--- src/rtl/mc_pkg.sv ---
package mc_pkg;

  localparam logic [2:0] MODE_D   = 3'd0;
  localparam logic [2:0] MODE_T   = 3'd1;
  localparam logic [2:0] MODE_JK  = 3'd2;
  localparam logic [2:0] MODE_SR  = 3'd3;
  localparam logic [2:0] MODE_LAT = 3'd4;

  localparam logic [1:0] DSRC_XOR = 2'd0;
  localparam logic [1:0] DSRC_PT  = 2'd1;
  localparam logic [1:0] DSRC_PIN = 2'd2;

  // Next state on a qualified rising edge for the flip-flop modes.
  function automatic logic edge_next(input logic [2:0] mode, input logic q,
                                     input logic a, input logic b);
    logic r;
    case (mode)
      MODE_T:  r = q ^ a;
      MODE_JK: r = (a & b) ? ~q : (a ? 1'b1 : (b ? 1'b0 : q));
      MODE_SR: r = (a & ~b) ? 1'b1 : ((~a & b) ? 1'b0 : q);
      default: r = a;
    endcase
    return r;
  endfunction

endpackage

--- src/rtl/mc_dsel.sv ---
module mc_dsel (
  input  logic [1:0] dsrc,
  input  logic       xor_in,
  input  logic       pt_data,
  input  logic       pin_in,
  output logic       d
);
  import mc_pkg::*;

  always_comb begin
    case (dsrc)
      DSRC_PT:  d = pt_data;
      DSRC_PIN: d = pin_in;
      default:  d = xor_in;
    endcase
  end
endmodule

--- src/rtl/mc_clkctl.sv ---
module mc_clkctl #(
  parameter int NGCK = 3,
  localparam int CSW = $clog2(NGCK + 1)
) (
  input  logic            clk,
  input  logic            rst,
  input  logic [NGCK-1:0] gclk,
  input  logic            pt_clk,
  input  logic [CSW-1:0]  csrc,
  input  logic            cen_en,
  input  logic            pt_cen,
  output logic            fire,
  output logic            open
);
  logic [NGCK:0] src_now;
  logic [NGCK:0] src_prev;
  logic          sel_now;
  logic          sel_prev;
  logic          use_pt;
  logic          cen_ok;

  assign src_now = {pt_clk, gclk};

  // Remember every source level so that a source change never fakes an edge.
  always_ff @(posedge clk) begin
    if (rst) src_prev <= '0;
    else     src_prev <= src_now;
  end

  always_comb begin
    sel_now  = pt_clk;
    sel_prev = src_prev[NGCK];
    for (int i = 0; i < NGCK; i++) begin
      if (csrc == CSW'(i)) begin
        sel_now  = gclk[i];
        sel_prev = src_prev[i];
      end
    end
  end

  assign use_pt = (csrc >= CSW'(NGCK));
  assign cen_ok = use_pt | ~cen_en | pt_cen;
  assign fire   = sel_now & ~sel_prev & cen_ok;
  assign open   = sel_now & cen_ok;
endmodule

--- src/rtl/mc_store.sv ---
module mc_store (
  input  logic       clk,
  input  logic       rst,
  input  logic [2:0] mode,
  input  logic       d,
  input  logic       k,
  input  logic       fire,
  input  logic       open,
  input  logic       clr,
  input  logic       pre,
  output logic       q,
  output logic       q_nxt
);
  import mc_pkg::*;

  always_comb begin
    q_nxt = q;
    if (clr)                  q_nxt = 1'b0;
    else if (pre)             q_nxt = 1'b1;
    else if (mode == MODE_LAT) begin
      if (open) q_nxt = d;
    end
    else if (fire)            q_nxt = edge_next(mode, q, d, k);
  end

  always_ff @(posedge clk) begin
    if (rst) q <= 1'b0;
    else     q <= q_nxt;
  end
endmodule

--- src/rtl/mc_oectl.sv ---
module mc_oectl #(
  parameter int NOE = 2,
  localparam int OEW = $clog2(NOE + 4)
) (
  input  logic [OEW-1:0] sel,
  input  logic [NOE-1:0] oe_pin,
  input  logic           io_in,
  input  logic           pt_oe,
  output logic           oe
);
  localparam int CODE_IO = NOE + 2;
  localparam int CODE_PT = NOE + 3;

  logic [NOE-1:0] ded_hit;

  genvar g;
  generate
    for (g = 0; g < NOE; g++) begin : g_ded
      assign ded_hit[g] = (sel == OEW'(g + 2)) & oe_pin[g];
    end
  endgenerate

  always_comb begin
    oe = |ded_hit;
    if (sel == OEW'(1))       oe = 1'b1;
    if (sel == OEW'(CODE_IO)) oe = io_in;
    if (sel == OEW'(CODE_PT)) oe = pt_oe;
  end
endmodule

--- src/rtl/mc_stage.sv ---
module mc_stage #(
  parameter int NGCK = 3,
  parameter int NOE  = 2,
  localparam int CSW = $clog2(NGCK + 1),
  localparam int OEW = $clog2(NOE + 4)
) (
  input  logic            clk,
  input  logic            rst,
  input  logic [1:0]      cfg_dsrc,
  input  logic [2:0]      cfg_mode,
  input  logic [CSW-1:0]  cfg_csrc,
  input  logic            cfg_cen,
  input  logic [1:0]      cfg_ar,
  input  logic            cfg_ap,
  input  logic            cfg_oreg,
  input  logic            cfg_freg,
  input  logic [OEW-1:0]  cfg_oe,
  input  logic            xor_in,
  input  logic            pt_data,
  input  logic            pt_k,
  input  logic            pin_in,
  input  logic [NGCK-1:0] gclk,
  input  logic            pt_clk,
  input  logic            pt_cen,
  input  logic            gclr,
  input  logic            pt_ar,
  input  logic            pt_ap,
  input  logic [NOE-1:0]  oe_pin,
  input  logic            io_in,
  input  logic            pt_oe,
  output logic            pad_out,
  output logic            pad_oe,
  output logic            fb_out
);
  logic d_sel;
  logic fire;
  logic open;
  logic clr_act;
  logic pre_act;
  logic st_q;
  logic st_nxt;
  logic oe_c;

  assign clr_act = (cfg_ar[0] & gclr) | (cfg_ar[1] & pt_ar);
  assign pre_act = cfg_ap & pt_ap;

  mc_dsel u_dsel (
    .dsrc(cfg_dsrc), .xor_in(xor_in), .pt_data(pt_data), .pin_in(pin_in), .d(d_sel)
  );

  mc_clkctl #(.NGCK(NGCK)) u_clk (
    .clk(clk), .rst(rst), .gclk(gclk), .pt_clk(pt_clk), .csrc(cfg_csrc),
    .cen_en(cfg_cen), .pt_cen(pt_cen), .fire(fire), .open(open)
  );

  mc_store u_store (
    .clk(clk), .rst(rst), .mode(cfg_mode), .d(d_sel), .k(pt_k), .fire(fire),
    .open(open), .clr(clr_act), .pre(pre_act), .q(st_q), .q_nxt(st_nxt)
  );

  mc_oectl #(.NOE(NOE)) u_oe (
    .sel(cfg_oe), .oe_pin(oe_pin), .io_in(io_in), .pt_oe(pt_oe), .oe(oe_c)
  );

  always_ff @(posedge clk) begin
    if (rst) begin
      pad_out <= 1'b0;
      pad_oe  <= 1'b0;
      fb_out  <= 1'b0;
    end else begin
      pad_out <= cfg_oreg ? st_nxt : d_sel;
      pad_oe  <= oe_c;
      fb_out  <= cfg_freg ? st_nxt : d_sel;
    end
  end
endmodule

--- config.mk ---
export PLATFORM = sky130hd
export DESIGN_NAME = mc_stage
export DESIGN_NICKNAME = d
export VERILOG_FILES = /design/src/rtl/mc_pkg.sv /design/src/rtl/mc_dsel.sv /design/src/rtl/mc_clkctl.sv /design/src/rtl/mc_store.sv /design/src/rtl/mc_oectl.sv /design/src/rtl/mc_stage.sv
export SDC_FILE = /design/constraint.sdc
export NUM_CORES = 1
export LEC_CHECK = 0
export ABC_AREA = 1
export BUFFER_PORTS_ARGS = -buffer_cell sky130_fd_sc_hd__buf_2
export CAP_MARGIN = 40
export CORE_MARGIN = 2
export CORE_UTILIZATION = 37
export DETAILED_ROUTE_END_ITERATION = 6
export PLACE_DENSITY = 0.73
export SETUP_SLACK_MARGIN = 0.15
export SLEW_MARGIN = 10
export SYNTH_ARGS = -nofsm -noshare
export SYNTH_HDL_FRONTEND = slang
export SYNTH_HIERARCHICAL = 1
export SYNTH_SLANG_ARGS = --single-unit
--- constraint.sdc ---
create_clock -name clk -period 1.4 [get_ports clk]
set_clock_uncertainty 0.2 [all_clocks]
set_input_delay 0 -clock clk [delete_from_list [all_inputs] [get_ports clk]]
set_output_delay 0 -clock clk [all_outputs]
set_load 0.02 [all_outputs]
Word level (Yosys, flattened, before mapping)

Cells that the tools add are included.

Logic and storage cells: 64
Flip-flop bits (word level): 8

Eq/ne operators: 13
Bitwise gates (word level): 20
Order comparisons: 1
Mux-type cells: 23
Reduce and logical (&&, ||, !) cells: 2

Operators by type and width:

| kind                                                            | number |
|---|---|
| 1-bit two-way mux                                               | 21 |
| 3-bit by 2-bit == test with 1-bit output, second input constant | 4 |
| 1-bit AND                                                       | 11 |
| 3-bit == test, second input constant                            | 3 |
| 3-bit by 1-bit == test with 1-bit output, second input constant | 2 |
| 1-bit inverter                                                  | 5 |
| 2-bit by 1-bit == test with 1-bit output, second input constant | 2 |
| 2-bit == test, second input constant                            | 2 |
| 1-bit bitwise OR                                                | 3 |
| 1-bit case mux with 3 select lines                              | 1 |
| 2-bit greater-or-equal comparator, second input constant        | 1 |
| 2-bit zero test                                                 | 1 |
| 1-bit case mux with 2 select lines                              | 1 |
| 2-bit OR reduction                                              | 1 |
| 1-bit bitwise XOR                                               | 1 |

Depth between registers and ports, before layout

Depth in word-level cells: 12
Gate-level depth with buffers: 19
Gate-level depth less buffers: 19

By module

Netlist, hierarchy kept.

Modules (own cells, without submodules):

| module    | area an instance (µm²) | times used | seq. area each (µm²) | cells an instance |
|---|---|---|---|---|
| mc_clkctl | 207.7                  | 1          | 80.1                 | 36 |
| mc_store  | 156.4                  | 1          | 20.0                 | 32 |
| mc_stage  | 128.9                  | 1          | 60.1                 | 20 |
| mc_dsel   | 58.8                   | 1          | 0.0                  | 11 |
| mc_oectl  | 53.8                   | 1          | 0.0                  | 13 |

Least setup slack after synthesis

OpenSTA, ideal clock, no wires.

Path type: register to register
From: register u_clk.src_prev[1]
To: register fb_out
Buffers on the path: 0
Stages on the path, launching flop included: 16
Path slack: -0.128 ns
Arrival time: 1.214 ns
Data required time: 1.086 ns
Cell sequence: dfxtp_1 -> nand3_1 -> nand2_1 -> nor2_1 -> nor2_1 -> nor2_1 -> a21boi_0 -> nand2_1 -> nand2_1 -> nand2_1 -> nand2_2 -> inv_1 -> inv_1 -> nand2_1 -> nand2_1 -> nor2_2

Word-level cells in the longest chain between the ends: 10

RTL lines:

| what                           | RTL line        | RTL |
|---|---|---|
| start: declaration             | mc_clkctl.sv:16 | `logic [NGCK:0] src_prev;` |
| start signal: assignment       | mc_clkctl.sv:27 | `else src_prev <= src_now;` |
| 1-bit two-way mux (2 in a row) | mc_clkctl.sv:34 | `if (csrc == CSW'(i)) begin` |
| 1-bit inverter                 | mc_clkctl.sv:43 | `assign fire = sel_now & ~sel_prev & cen_ok;` |
| 1-bit AND (2 in a row)         | mc_clkctl.sv:43 |  |
| net fire                       | mc_stage.sv:36  | `logic fire;` |
| 1-bit two-way mux              | mc_store.sv:23  | `else if (fire) q_nxt = edge_next(mode, q, d, k);` |
| 1-bit two-way mux              | mc_store.sv:20  | `else if (mode == MODE_LAT) begin` |
| 1-bit two-way mux              | mc_store.sv:19  | `else if (pre) q_nxt = 1'b1;` |
| 1-bit two-way mux              | mc_store.sv:18  | `if (clr) q_nxt = 1'b0;` |
| net st_nxt                     | mc_stage.sv:41  | `logic st_nxt;` |
| 1-bit two-way mux              | mc_stage.sv:73  | `fb_out <= cfg_freg ? st_nxt : d_sel;` |
| end signal: assignment         | mc_stage.sv:73  |  |
| end: declaration               | mc_stage.sv:33  | `output logic fb_out` |

The timed path passes the listed nets, and every way through them passes these cells.
A chain may end at the register's enable or synchronous reset.

Final worst setup path

From: register u_clk.src_prev[1]
To: register pad_out

Word-level cells in the longest chain between the ends: 10

RTL lines:

| what                           | RTL line        | RTL |
|---|---|---|
| 1-bit two-way mux (2 in a row) | mc_clkctl.sv:34 |  |
| 1-bit inverter                 | mc_clkctl.sv:43 |  |
| 1-bit AND (2 in a row)         | mc_clkctl.sv:43 |  |
| net fire                       | mc_stage.sv:36  |  |
| 1-bit two-way mux              | mc_store.sv:23  |  |
| 1-bit two-way mux              | mc_store.sv:20  |  |
| 1-bit two-way mux              | mc_store.sv:19  |  |
| 1-bit two-way mux              | mc_store.sv:18  |  |
| net st_nxt                     | mc_stage.sv:41  |  |
| 1-bit two-way mux              | mc_stage.sv:71  | `pad_out <= cfg_oreg ? st_nxt : d_sel;` |
| end signal: assignment         | mc_stage.sv:71  |  |
| end: declaration               | mc_stage.sv:31  | `output logic pad_out,` |

The timed path passes the listed nets, and every way through them passes these cells.

==> metrics.cfg <==
[worst_setup_path]
critPathCaptureType=flip-flop
max_stage_delay_ns=0.29
worstPathRequired_ns=1.35
crit_top_cell=nand2_1
cp-start-kind=flip-flop
arrival_ns=1.59
r2r_setup_slack_ns=-0.25
crit_family=simple AND/OR/NAND/NOR gates
crit_buf_inv=2
slowest_stage=dfxtp_1
path_max_fanout=2
worstSetupPathType=flip-flop to flip-flop
crit_path_cell_trace=nand3_1 > nand2_1 > nor2_1 > nor2_1 > nor2_1 > a21boi_2 > nand2_1 > nand2_1 > nand2_1 > nand2_2 > inv_2 > inv_2 > nand2_1 > nand2_1 > nor2_2

[synth]
yosysTopAreaCellShare_pct=26.4
synth_common_cells=nand2_1, inv_1, nor2_1
ys_ff_latch=8
ys_seq_area_share_pct=26.4
synth_nets=148
yosys_most_used_dff=dfxtp_1
synthCells=112
synth_top_cell_by_area=dfxtp_1
yosys_warnings=6
synth_edf_count=0
synth_most_common_cell=nand2_1
syn-cell-area_um2=606
avgSynthCellArea_um2=5.41
ys_types=13
async_flop_share_pct=0
synthTopCellsByArea=dfxtp_1, nand2_1, inv_1

[place]
dp_cells=167
dp_hpwl_mm=1.11
gp_congestion=0.838
place_ws_ns=-0.278
io_buffer_count=36

[global_route]
grt_start_max_net_pins=8
grt_pass1_vias=762
antenna_found_initial=0
grt.overflow.total=0
grt_usage_pct=20.3
grt_first_pass_wirelength_mm=2.90

[route]
postRouteAntennaNets=0
wl_per_cell_um=9.21
drt_iter0_markers=7
drt_wl_total_mm=1.72
remaining_drc_errors=0
drt-pass1-iter-count=3
viasPerCell=4.21
vias=787

[die]
start_util_pct=39.7
core_mm2=0.00152
io_pins=37
die_w_um=44.5
dieArea_mm2=0.00198
fp.dieH_um=44.5
std_cell_rows=14

[sta]
holdWs_ns=0.00317
rsz0062_at_grt=yes
fmax_mhz=608
post-route-min-period_ns=1.65
fin_ws_ns=-0.246
min_period_over_period_pct=118
drv_slew=0
finalSetupViolations=3
finalHoldViolations=0
worst_slew_pin_slew_ns=0.310
slew_headroom_pct=79.1

[final_layout]
drive_above_1_share_pct=34.5
finalNonFillerCells=187
diodes=0
nets=209
areaGrowthSynthToFinish_pct=70.0

[cts]
tritoncts=done
clkTransAtPathRegs_ns=0.05
clock_sinks=8
cts_buffer_depth=2
clock_latency_ns=0.25
cts_root_buf=clkbuf_4
cts_buffers=3
htreeDepth=1

[status]
status=finished with violations
violations=negative setup slack

[flow_run]
cap_violations=0

[pwr]
finalPower_w=0.000674
p_per_area_mw_per_mm2=655
ir_drop_mv=0.385
p_leak_nw=0.632

[min_path]
hp-class=input port to flip-flop

-- metal layers --
layer  track usage [%]  vias to the layer above  routed length, µm
li1                  -                      446                  -
met1              21.0                      323                730
met2              39.7                       18                936
met3              2.45                        0                 55
met4              9.09                        0                  0
met5                 0                        -                  0
-- placed cells by master, fill, tap and decap left out --
cell,Yosys,routed
nand2_1,39,36
buf_2,0,36
nor2_1,20,20
inv_1,21,19
dlygate4sd3_1,0,16
dfxtp_1,8,8
nand3_1,7,7
inv_2,3,5
nor2_2,5,5
nand2_2,2,5
buf_4,0,4
clkbuf_4,0,3
o21ai_0,2,2
ha_1,2,2
a21boi_2,0,1
o21a_1,1,1
a21oi_1,1,1
-- sequential cells by signal, indices dropped and copies added, names as in the netlist --
register and flops:
fb_out 1, pad_oe 1, pad_out 1, u_clk/src_prev 4, u_store/q 1
-- layout make-up --
cell class,count,area [µm²]
fill,124,494
timing repair buffer,56,370
multi-input combinational,80,367
sequential,8,160
inverter,24,90.1
clock buffer,3,22.5
tap,16,20.0
-- through the flow --
step	cell area, µm²	utilization [%]	TNS [ns]
after global placement	835	54.8	-0.523
after floorplan	612	-	-0.184
after CTS	1020	67.2	-0.530
after detailed placement	835	54.8	-0.700
after global routing	1030	67.6	-0.979
final	1030	67.6	-0.641
-- power breakdown --
part	total (W)	internal (W)	switching (W)
sequential	0.000249	0.000243	0.00000550
combinational	0.000255	0.000131	0.000125
clock	0.000170	0.0000977	0.0000728
total	0.000674	0.000472	0.000203
-- logic make-up (layout without fill, tap and decap cells) --
family | after synthesis | after routing | share of synthesized area [%]
flip-flops | 8 | 8 | 26.4
buffers and inverters | 24 | 83 | 14.9
adder cells (fa/ha/maj) | 2 | 2 | 4.13
AND/OR/NAND/NOR | 73 | 73 | 49.6
AO/OA/AOI/OAI | 5 | 5 | 4.96
-- worst paths after layout --
path | startpoint | endpoint | cells past startpoint
max | u_clk/src_prev[1]$_SDFF_PP0_ | pad_out$_SDFF_PP0_ | 15
min | cfg_ar[0] | u_store/q$_SDFF_PP0_ | 7
max reg2reg | u_clk/src_prev[1]$_SDFF_PP0_ | pad_out$_SDFF_PP0_ | 15
min reg2reg | u_store/q$_SDFF_PP0_ | u_store/q$_SDFF_PP0_ | 6
-- worst reg2reg max path: stages, from the launching register on --
cell	delay, ns
dfxtp_1	0.29
nand3_1	0.07
nand2_1	0.05
nor2_1	0.11
nor2_1	0.05
nor2_1	0.13
a21boi_2	0.17
nand2_1	0.06
nand2_1	0.06
nand2_1	0.05
nand2_2	0.08
inv_2	0.04
inv_2	0.05
nand2_1	0.05
nand2_1	0.06
nor2_2	0.03
-- repair_timing --
item | CTS | global route
resized for setup | 2 | 2
hold endpoints to repair | 8 | 0
pin swaps | 3 | 10
hold buffers | 16 | 0
buffers inserted | 1 | 0
setup endpoints to repair | 3 | 3
cloned | 0 | 0
Note: power is estimated with default switching activity, not from simulation.
